--- src/rtl/cpwm_deadband.sv ---
`timescale 1ns/1ps
module cpwm_deadband #(
  parameter int CNT_W   = 16,
  parameter int DB_W    = 10,
  parameter int PS_W    = 2,
  parameter int PRD_RST = 50002,
  parameter int CMP_RST = 1000,
  parameter int DB_RST  = 100
) (
  input  logic             clk,
  input  logic             rst_n,
  input  logic             tb_en,
  input  logic             wr_en,
  input  logic [2:0]       wr_addr,
  input  logic [CNT_W-1:0] wr_data,
  input  logic             irq_clr,
  output logic [CNT_W-1:0] count,
  output logic             out_hi,
  output logic             out_lo,
  output logic             cmpb_hit,
  output logic             irq,
  output logic             soc
);

  localparam logic [2:0] A_PRD = 3'd0, A_CMPA = 3'd1, A_CMPB = 3'd2,
                         A_RED = 3'd3, A_FED  = 3'd4, A_CTL  = 3'd5;
  localparam logic [CNT_W-1:0] ONE    = CNT_W'(1);
  localparam logic [CNT_W-1:0] ZERO   = '0;
  localparam logic [DB_W-1:0]  DB_MAX = '1;
  localparam logic [DB_W-1:0]  DB_ONE = DB_W'(1);
  localparam logic [PS_W-1:0]  PS_ONE = PS_W'(1);

  logic [CNT_W-1:0] prd_sh, prd_act, cmpa_sh, cmpa_act, cmpb_sh, cmpb_act;
  logic [DB_W-1:0]  red_q, fed_q, hcnt, lcnt;
  logic [PS_W-1:0]  irq_ps, soc_ps, irq_div, soc_div;
  logic             up, ref_q;

  // register write port (shadows, delays, control)
  always_ff @(posedge clk) begin
    if (!rst_n) begin
      prd_sh  <= CNT_W'(PRD_RST);
      cmpa_sh <= CNT_W'(CMP_RST);
      cmpb_sh <= CNT_W'(CMP_RST);
      red_q   <= DB_W'(DB_RST);
      fed_q   <= DB_W'(DB_RST);
      irq_ps  <= PS_ONE;
      soc_ps  <= PS_ONE;
    end else if (wr_en) begin
      case (wr_addr)
        A_PRD:  prd_sh  <= wr_data;
        A_CMPA: cmpa_sh <= wr_data;
        A_CMPB: cmpb_sh <= wr_data;
        A_RED:  red_q   <= wr_data[DB_W-1:0];
        A_FED:  fed_q   <= wr_data[DB_W-1:0];
        A_CTL: begin
          irq_ps <= wr_data[PS_W-1:0];
          soc_ps <= wr_data[2*PS_W-1:PS_W];
        end
        default: ;
      endcase
    end
  end

  wire at_zero  = (count == ZERO);
  wire at_top   = (count == prd_act);
  wire zero_evt = tb_en && at_zero;

  // active copies reload whenever the counter rests at zero
  always_ff @(posedge clk) begin
    if (!rst_n) begin
      prd_act  <= CNT_W'(PRD_RST);
      cmpa_act <= CNT_W'(CMP_RST);
      cmpb_act <= CNT_W'(CMP_RST);
    end else if (at_zero) begin
      prd_act  <= prd_sh;
      cmpa_act <= cmpa_sh;
      cmpb_act <= cmpb_sh;
    end
  end

  // up-down time base; 'up' records the direction of arrival at count
  always_ff @(posedge clk) begin
    if (!rst_n || !tb_en || prd_act == ZERO) begin
      count <= ZERO;
      up    <= 1'b1;
    end else if (up) begin
      if (at_top) begin
        count <= count - ONE;
        up    <= 1'b0;
      end else begin
        count <= count + ONE;
      end
    end else begin
      if (at_zero) begin
        count <= count + ONE;
        up    <= 1'b1;
      end else begin
        count <= count - ONE;
      end
    end
  end

  // action logic: set on rising match, clear on falling match
  always_ff @(posedge clk) begin
    if (!rst_n || !tb_en)                  ref_q <= 1'b0;
    else if (count == cmpa_act)            ref_q <= up;
  end

  always_ff @(posedge clk) begin
    if (!rst_n) cmpb_hit <= 1'b0;
    else        cmpb_hit <= tb_en && (count == cmpb_act);
  end

  // dead-band: run-length counters on the reference and its inverse
  always_ff @(posedge clk) begin
    if (!rst_n) begin
      hcnt   <= '0;
      lcnt   <= '0;
      out_hi <= 1'b0;
      out_lo <= 1'b0;
    end else begin
      hcnt   <= !ref_q ? '0 : (hcnt == DB_MAX ? hcnt : hcnt + DB_ONE);
      lcnt   <=  ref_q ? '0 : (lcnt == DB_MAX ? lcnt : lcnt + DB_ONE);
      out_hi <=  ref_q && (hcnt >= red_q);
      out_lo <= !ref_q && (lcnt >= fed_q);
    end
  end

  // event triggers with prescale
  wire irq_fire = zero_evt && (irq_ps != '0) && (irq_div + PS_ONE == irq_ps);
  wire soc_fire = zero_evt && (soc_ps != '0) && (soc_div + PS_ONE == soc_ps);

  always_ff @(posedge clk) begin
    if (!rst_n || !tb_en) begin
      irq_div <= '0;
      soc_div <= '0;
    end else if (zero_evt) begin
      if (irq_ps != '0) irq_div <= irq_fire ? '0 : irq_div + PS_ONE;
      if (soc_ps != '0) soc_div <= soc_fire ? '0 : soc_div + PS_ONE;
    end
  end

  always_ff @(posedge clk) begin
    if (!rst_n) begin
      irq <= 1'b0;
      soc <= 1'b0;
    end else begin
      soc <= soc_fire;
      if (irq_fire)     irq <= 1'b1;
      else if (irq_clr) irq <= 1'b0;
    end
  end

  assert_step_R1: assert property (@(posedge clk) disable iff (!rst_n)
    tb_en |=> (count == ZERO) || (count == $past(count) + ONE) || (count == $past(count) - ONE));
  assert_range_R1: assert property (@(posedge clk) disable iff (!rst_n)
    count <= prd_act);
  assert_hi_needs_ref_R5: assert property (@(posedge clk) disable iff (!rst_n)
    out_hi |-> $past(ref_q));
  assert_lo_needs_noref_R5: assert property (@(posedge clk) disable iff (!rst_n)
    out_lo |-> !$past(ref_q));
  assert_no_overlap_R6: assert property (@(posedge clk) disable iff (!rst_n)
    !(out_hi && out_lo));
  assert_irq_pending_R8: assert property (@(posedge clk) disable iff (!rst_n)
    irq && !irq_clr |=> irq);
  assert_soc_single_R9: assert property (@(posedge clk) disable iff (!rst_n)
    soc && count != ZERO |=> !soc);
  assert_hold_zero_R10: assert property (@(posedge clk) disable iff (!rst_n)
    !tb_en |=> count == ZERO);

endmodule

--- config.mk ---
export PLATFORM = sky130hd
export DESIGN_NAME = cpwm_deadband
export DESIGN_NICKNAME = d
export VERILOG_FILES = /design/src/rtl/cpwm_deadband.sv
export SDC_FILE = /design/constraint.sdc
export NUM_CORES = 1
export LEC_CHECK = 0
export CAP_MARGIN = 15
export CORE_AREA = 4 4 187 117
export CTS_CLUSTER_DIAMETER = 60
export DETAILED_ROUTE_END_ITERATION = 10
export DIE_AREA = 0 0 191 121
export PLACE_DENSITY = 0.67
export REMOVE_ABC_BUFFERS = 1
export SYNTH_ARGS = -nofsm -noshare
export SYNTH_HDL_FRONTEND = slang
export SYNTH_SLANG_ARGS = --single-unit
--- constraint.sdc ---
create_clock -name clk -period 2.6 [get_ports clk]
set_input_delay 0.52 -clock clk [delete_from_list [all_inputs] [get_ports clk]]
set_output_delay 0.52 -clock clk [all_outputs]
set_load 0.05 [all_outputs]
## After elaboration in Yosys (flattened, before gate mapping)

Index checks and enable logic that the tools add are counted.
W data, S select, Z words.

| cells by class | value |
|---|---|
| order comparisons | 2 |
| eq/ne operators | 12 |
| reductions and logical operators | 29 |
| muxes and demuxes | 10 |
| bitwise logic cells | 1 |
| add/sub/neg operators | 6 |

Operator list:

| cell | number |
|---|---|
| $eq A16 B16 Y1 | 3 |
| $mux W16 | 3 |
| $logic_not A16 Y1 | 2 |
| $add A10 B1 Y10 const B | 2 |
| $eq A10 B10 Y1 const B | 2 |
| $ge A10 B10 Y1 | 2 |
| $reduce_and A2 Y1 | 9 |
| $add A16 B1 Y16 const B | 1 |
| $sub A16 B1 Y16 const B | 1 |
| $logic_and A1 B1 Y1 | 8 |
| $eq A3 B2 Y1 const B | 2 |
| $eq A3 B3 Y1 const B | 2 |
| $reduce_bool A2 Y1 | 3 |
| $mux W1 | 5 |
| $add A2 B1 Y2 const B | 2 |
| $eq A2 B2 Y1 | 2 |
| $mux W2 | 2 |
| $eq A3 B1 Y1 const B | 1 |
| $logic_not A1 Y1 | 3 |
| $logic_not A3 Y1 | 1 |
| $logic_or A1 B1 Y1 | 2 |
| $reduce_or A2 Y1 | 1 |
| $not A1 Y1 | 1 |

| word-level totals | value |
|---|---|
| bits in registers | 167 |
| output and inout bits | 21 |
| input port bits | 24 |
| word-level logic and storage cells | 82 |

## Depth between registers and ports, before layout

| depth | value |
|---|---|
| depth in word-level cells | 5 |
| mapped depth | 11 |
| gate-level depth less buffers | 8 |

## Worst setup path before layout

No wires, ideal clock.

| path | value |
|---|---|
| path type | register to register |
| start point | reg count[0] |
| end point | reg count[14] |
| setup time | 134 ps |
| stages on the path, launching flop included | 11 |
| path buffers | 2 |
| setup slack | -194 ps |
| required time | 2466 ps |
| clock period less this slack | 2794 ps |
| arrival | 2660 ps |
| path through | dfxtp_1 clkbuf_1 inv_1 ha_1 nor3b_1 and4_1 buf_2 and2_1 nor2_1 a311oi_1 or4_1 |

| on the way | value |
|---|---|
| cells in the longest elaborated chain, start to end | 3 |
| elaborated cells between the ends (all ways) | 7 |
| those cells by class | add/sub (2); eq/ne (1); mux (3); reduce/logical (1) |

Ends and longest elaborated chain:

| what | RTL line | source |
|---|---|---|
| start: declaration | 17 | `output logic [CNT_W-1:0] count,` |
| start signal: assignment | 88 | `count <= count - ONE;` |
| start signal: assignment | 91 | `count <= count + ONE;` |
| start signal: assignment | 95 | `count <= count + ONE;` |
| $sub A16 B1 Y16, or another cell as far along | 88, 98 |  |
| $mux W16, on equally long branches | 94, 87 |  |
| $mux W16 * | 86 | `end else if (up) begin` |

Mark *: on every way between the ends. The rest lies on a longest branch, timed or not.
A chain may end at the register's enable or synchronous reset.

## Worst setup path after layout

| path | value |
|---|---|
| start point | reg count[6] |
| end point | out count[6] |

No word-level cell between the ends.

==> results.py <==
metrics = {
    "run_status": {
        "status": "complete, no violations",
    },
    "worst_setup_path": {
        "path_max_fanout": 9,
        "crit_path_end_kind": "primary output",
        "critPathRequiredTime_ps": 2080,
        "critPathKind": "reg -> out",
        "arrival_ps": 2020,
        "start_kind": "flip-flop",
    },
    "global_routing": {
        "grt_pass1_wl_mm": 33.7,
        "grt_pass1_vias": 6202,
        "grt_overflow": 0,
        "grt_usage_pct": 18.5,
        "grt_max_degree": 109,
        "antenna_found_initial": 0,
    },
    "route": {
        "via_count": 6850,
        "drcViolationCount": 0,
        "drt_first_pass_iters": 5,
        "drtAntennaViolNets": 0,
        "wirelength_mm": 21.0,
        "drtIter0Drc": 741,
        "wl_per_cell_um": 16.0,
        "viasPerCell": 5.23,
    },
    "cells_and_area": {
        "final_common_cell": "nand2_1",
        "diodes": 0,
        "final_cell_area_um2": 9360,
        "nNetsFinal": 1070,
        "final_cell_mix": "nand2_1, dfxtp_1, a21boi_0, nand3_1, clkdlybuf4s50_1",
        "drive_gt1_share_pct": 7.56,
        "syn2layout_area_growth_pct": 18.0,
    },
    "sta": {
        "tightest_slew_ps": 962,
        "slew_viol_final": 0,
        "grt_setup_unrepaired": "false",
        "layout_setup_ws_ps": 57.4,
        "finalHoldViolations": 0,
        "fmax_mhz": 393,
        "setup_viol": 0,
        "slew_headroom_pct": 35.8,
        "layout_min_cycle_time_ps": 2540,
        "period_share_pct": 97.8,
        "clock-skew-final_ps": 12.1,
    },
    "placed_design": {
        "dpl_worst_slack_ps": 157,
        "place_area_um2": 8740,
        "portBuffers": 44,
        "hpwl_mm": 14.9,
        "gp_congestion": 0.980,
    },
    "floorplan": {
        "die-height_um": 121,
        "placementRows": 41,
        "coreArea_um2": 20400,
        "dieArea_um2": 23100,
        "ios": 45,
        "die_x_um": 191,
        "start_util_pct": 38.9,
    },
    "cts": {
        "clockBufferDepth": 2,
        "cts.sinks": 167,
        "cts_tree": "done",
        "cts.clk_slew.worst_paths_ps": 70,
        "clock_latency_ps": 430,
        "numCtsBuffers": 17,
        "holdBufCountCts": 0,
        "h-tree-depth": 4,
        "cts-root-buf": "clkbuf_16",
    },
    "power": {
        "power_frac_seq_pct": 44.9,
        "vdd_drop_max_mv": 0.470,
        "p_switching_mw": 1.59,
        "sw_frac_of_total_pct": 26.2,
        "p_leak_nw": 3.67,
        "power.share.clock_pct": 43.1,
        "p_per_area_nw_per_um2": 648,
        "comb_power_share_pct": 12.0,
        "p_int_mw": 4.48,
    },
    "yosys": {
        "synth_seq_cells": 167,
        "async_reset_ff_share_pct": 0,
        "synth_area_per_cell_um2": 8.08,
        "ys_types": 54,
        "syn_inst": 982,
        "synthFlopType": "dfxtp_1",
        "synth_edf_count": 0,
        "syn_area_um2": 7930,
        "ys_seq_area_share_pct": 42.2,
        "yosys_warnings": 0,
    },
    "run": {
        "drv_cap": 0,
    },
    "hold_path": {
        "worstHoldPathType": "in -> reg",
    },
}
## stage by stage
| stage | hold slack, ps | utilization, % | cells | power, mW | setup TNS, ps |
|---|---|---|---|---|---|
| finish | 387 | 46.0 | 1311 | 6.07 | 0 |
| global route | 402 | 46.0 | 1311 | 6.29 | 0 |
| CTS | 376 | 45.9 | 1311 | 6.10 | 0 |
| detailed placement | 452 | 42.9 | 1281 | 3.49 | 0 |
| global placement | 450 | 42.9 | 1281 | 3.49 | 0 |
| floorplan | 435 | - | 922 | 3.22 | -22430 |
## logic make-up after synthesis
kind of cell	Yosys count	synth area share (%)
AOI/OAI and AO/OA	163	14.4
xor gates and xnor gates	59	6.52
adders and majority gates	25	3.94
buffers and inverters	90	4.51
DFF	167	42.2
muxes	8	1.01
and+or+nand+nor	470	27.5
## flip-flops by register name (all words and copies together), names as in the netlist, 2 cells and up
| name | count |
|---|---|
| cmpa_act | 16 |
| cmpa_sh | 16 |
| cmpb_act | 16 |
| cmpb_sh | 16 |
| count | 16 |
| fed_q | 10 |
| hcnt | 10 |
| irq_div | 2 |
| irq_ps | 2 |
| lcnt | 10 |
| prd_act | 16 |
| prd_sh | 16 |
| red_q | 10 |
| soc_div | 2 |
| soc_ps | 2 |
## power by group through the flow
| stage | logic, mW | clock network [mW] | registers (mW) |
|---|---|---|---|
| 3_5_place_dp | 0.708 | 0 | 2.78 |
| 6_report | 0.727 | 2.61 | 2.73 |
| 4_1_cts | 0.714 | 2.66 | 2.73 |
| 3_3_place_gp | 0.703 | 0 | 2.78 |
| 2_1_floorplan | 0.406 | 0 | 2.81 |
| 5_1_grt | 0.795 | 2.75 | 2.74 |
## routing by layer
layer | vias up | share of wire [%] | routed length (µm) | GRT usage [%]
met5 | - | 0 | 0 | 0
met4 | 0 | 1.4 | 296 | 5.74
met3 | 32 | 8.5 | 1790 | 5.23
met2 | 234 | 38 | 7990 | 24.0
met1 | 3171 | 52 | 10900 | 29.0
li1 | 3413 | - | - | -
## final timing paths
kind                            from                    end  slack, ps  cells past startpoint
min reg2reg    fed_q[9]$_SDFFE_PN0P_  fed_q[9]$_SDFFE_PN0P_        460                      2
max reg2reg  prd_act[0]$_SDFFE_PN0P_   count[14]$_SDFF_PP0_        100                      6
max              count[6]$_SDFF_PP0_               count[6]         60                      2
min                            rst_n  red_q[5]$_SDFFE_PN1P_        390                      2
## critical path: stages (launching register included)
cell and delay, ps:
dfxtp_1 530, buf_4 250, clkdlybuf4s50_1 820
## what timing repair did
item / in CTS / in global routing
buffers inserted: 0 / 0
gates resized for setup: 0 / 4
setup endpoints to repair: 0 / 12
## cell type report
type,instances,area [µm²]
fill,2002,11000
multi-input combinational,725,4240
sequential,167,3340
timing repair buffer,80,714
clock buffer,20,457
tap,279,349
clock inverter,10,145
inverter,30,113
## Yosys cell counts (15+ instances only)
master / number / area share [%]
ha_1: 25 / 3.9
xor2_1: 36 / 4.0
a21oi_1: 23 / 1.5
nor3_1: 15 / 0.95
o21ai_0: 17 / 1.1
clkbuf_1: 48 / 2.3
nor2_1: 39 / 1.8
nor4_1: 19 / 1.5
xnor2_1: 23 / 2.5
a21boi_0: 72 / 6.8
nand2_1: 264 / 12
nand2b_1: 17 / 1.3
nand3_1: 54 / 3.4
inv_1: 30 / 1.4
dfxtp_1: 167 / 42
Power figures use the tool's default switching activity.
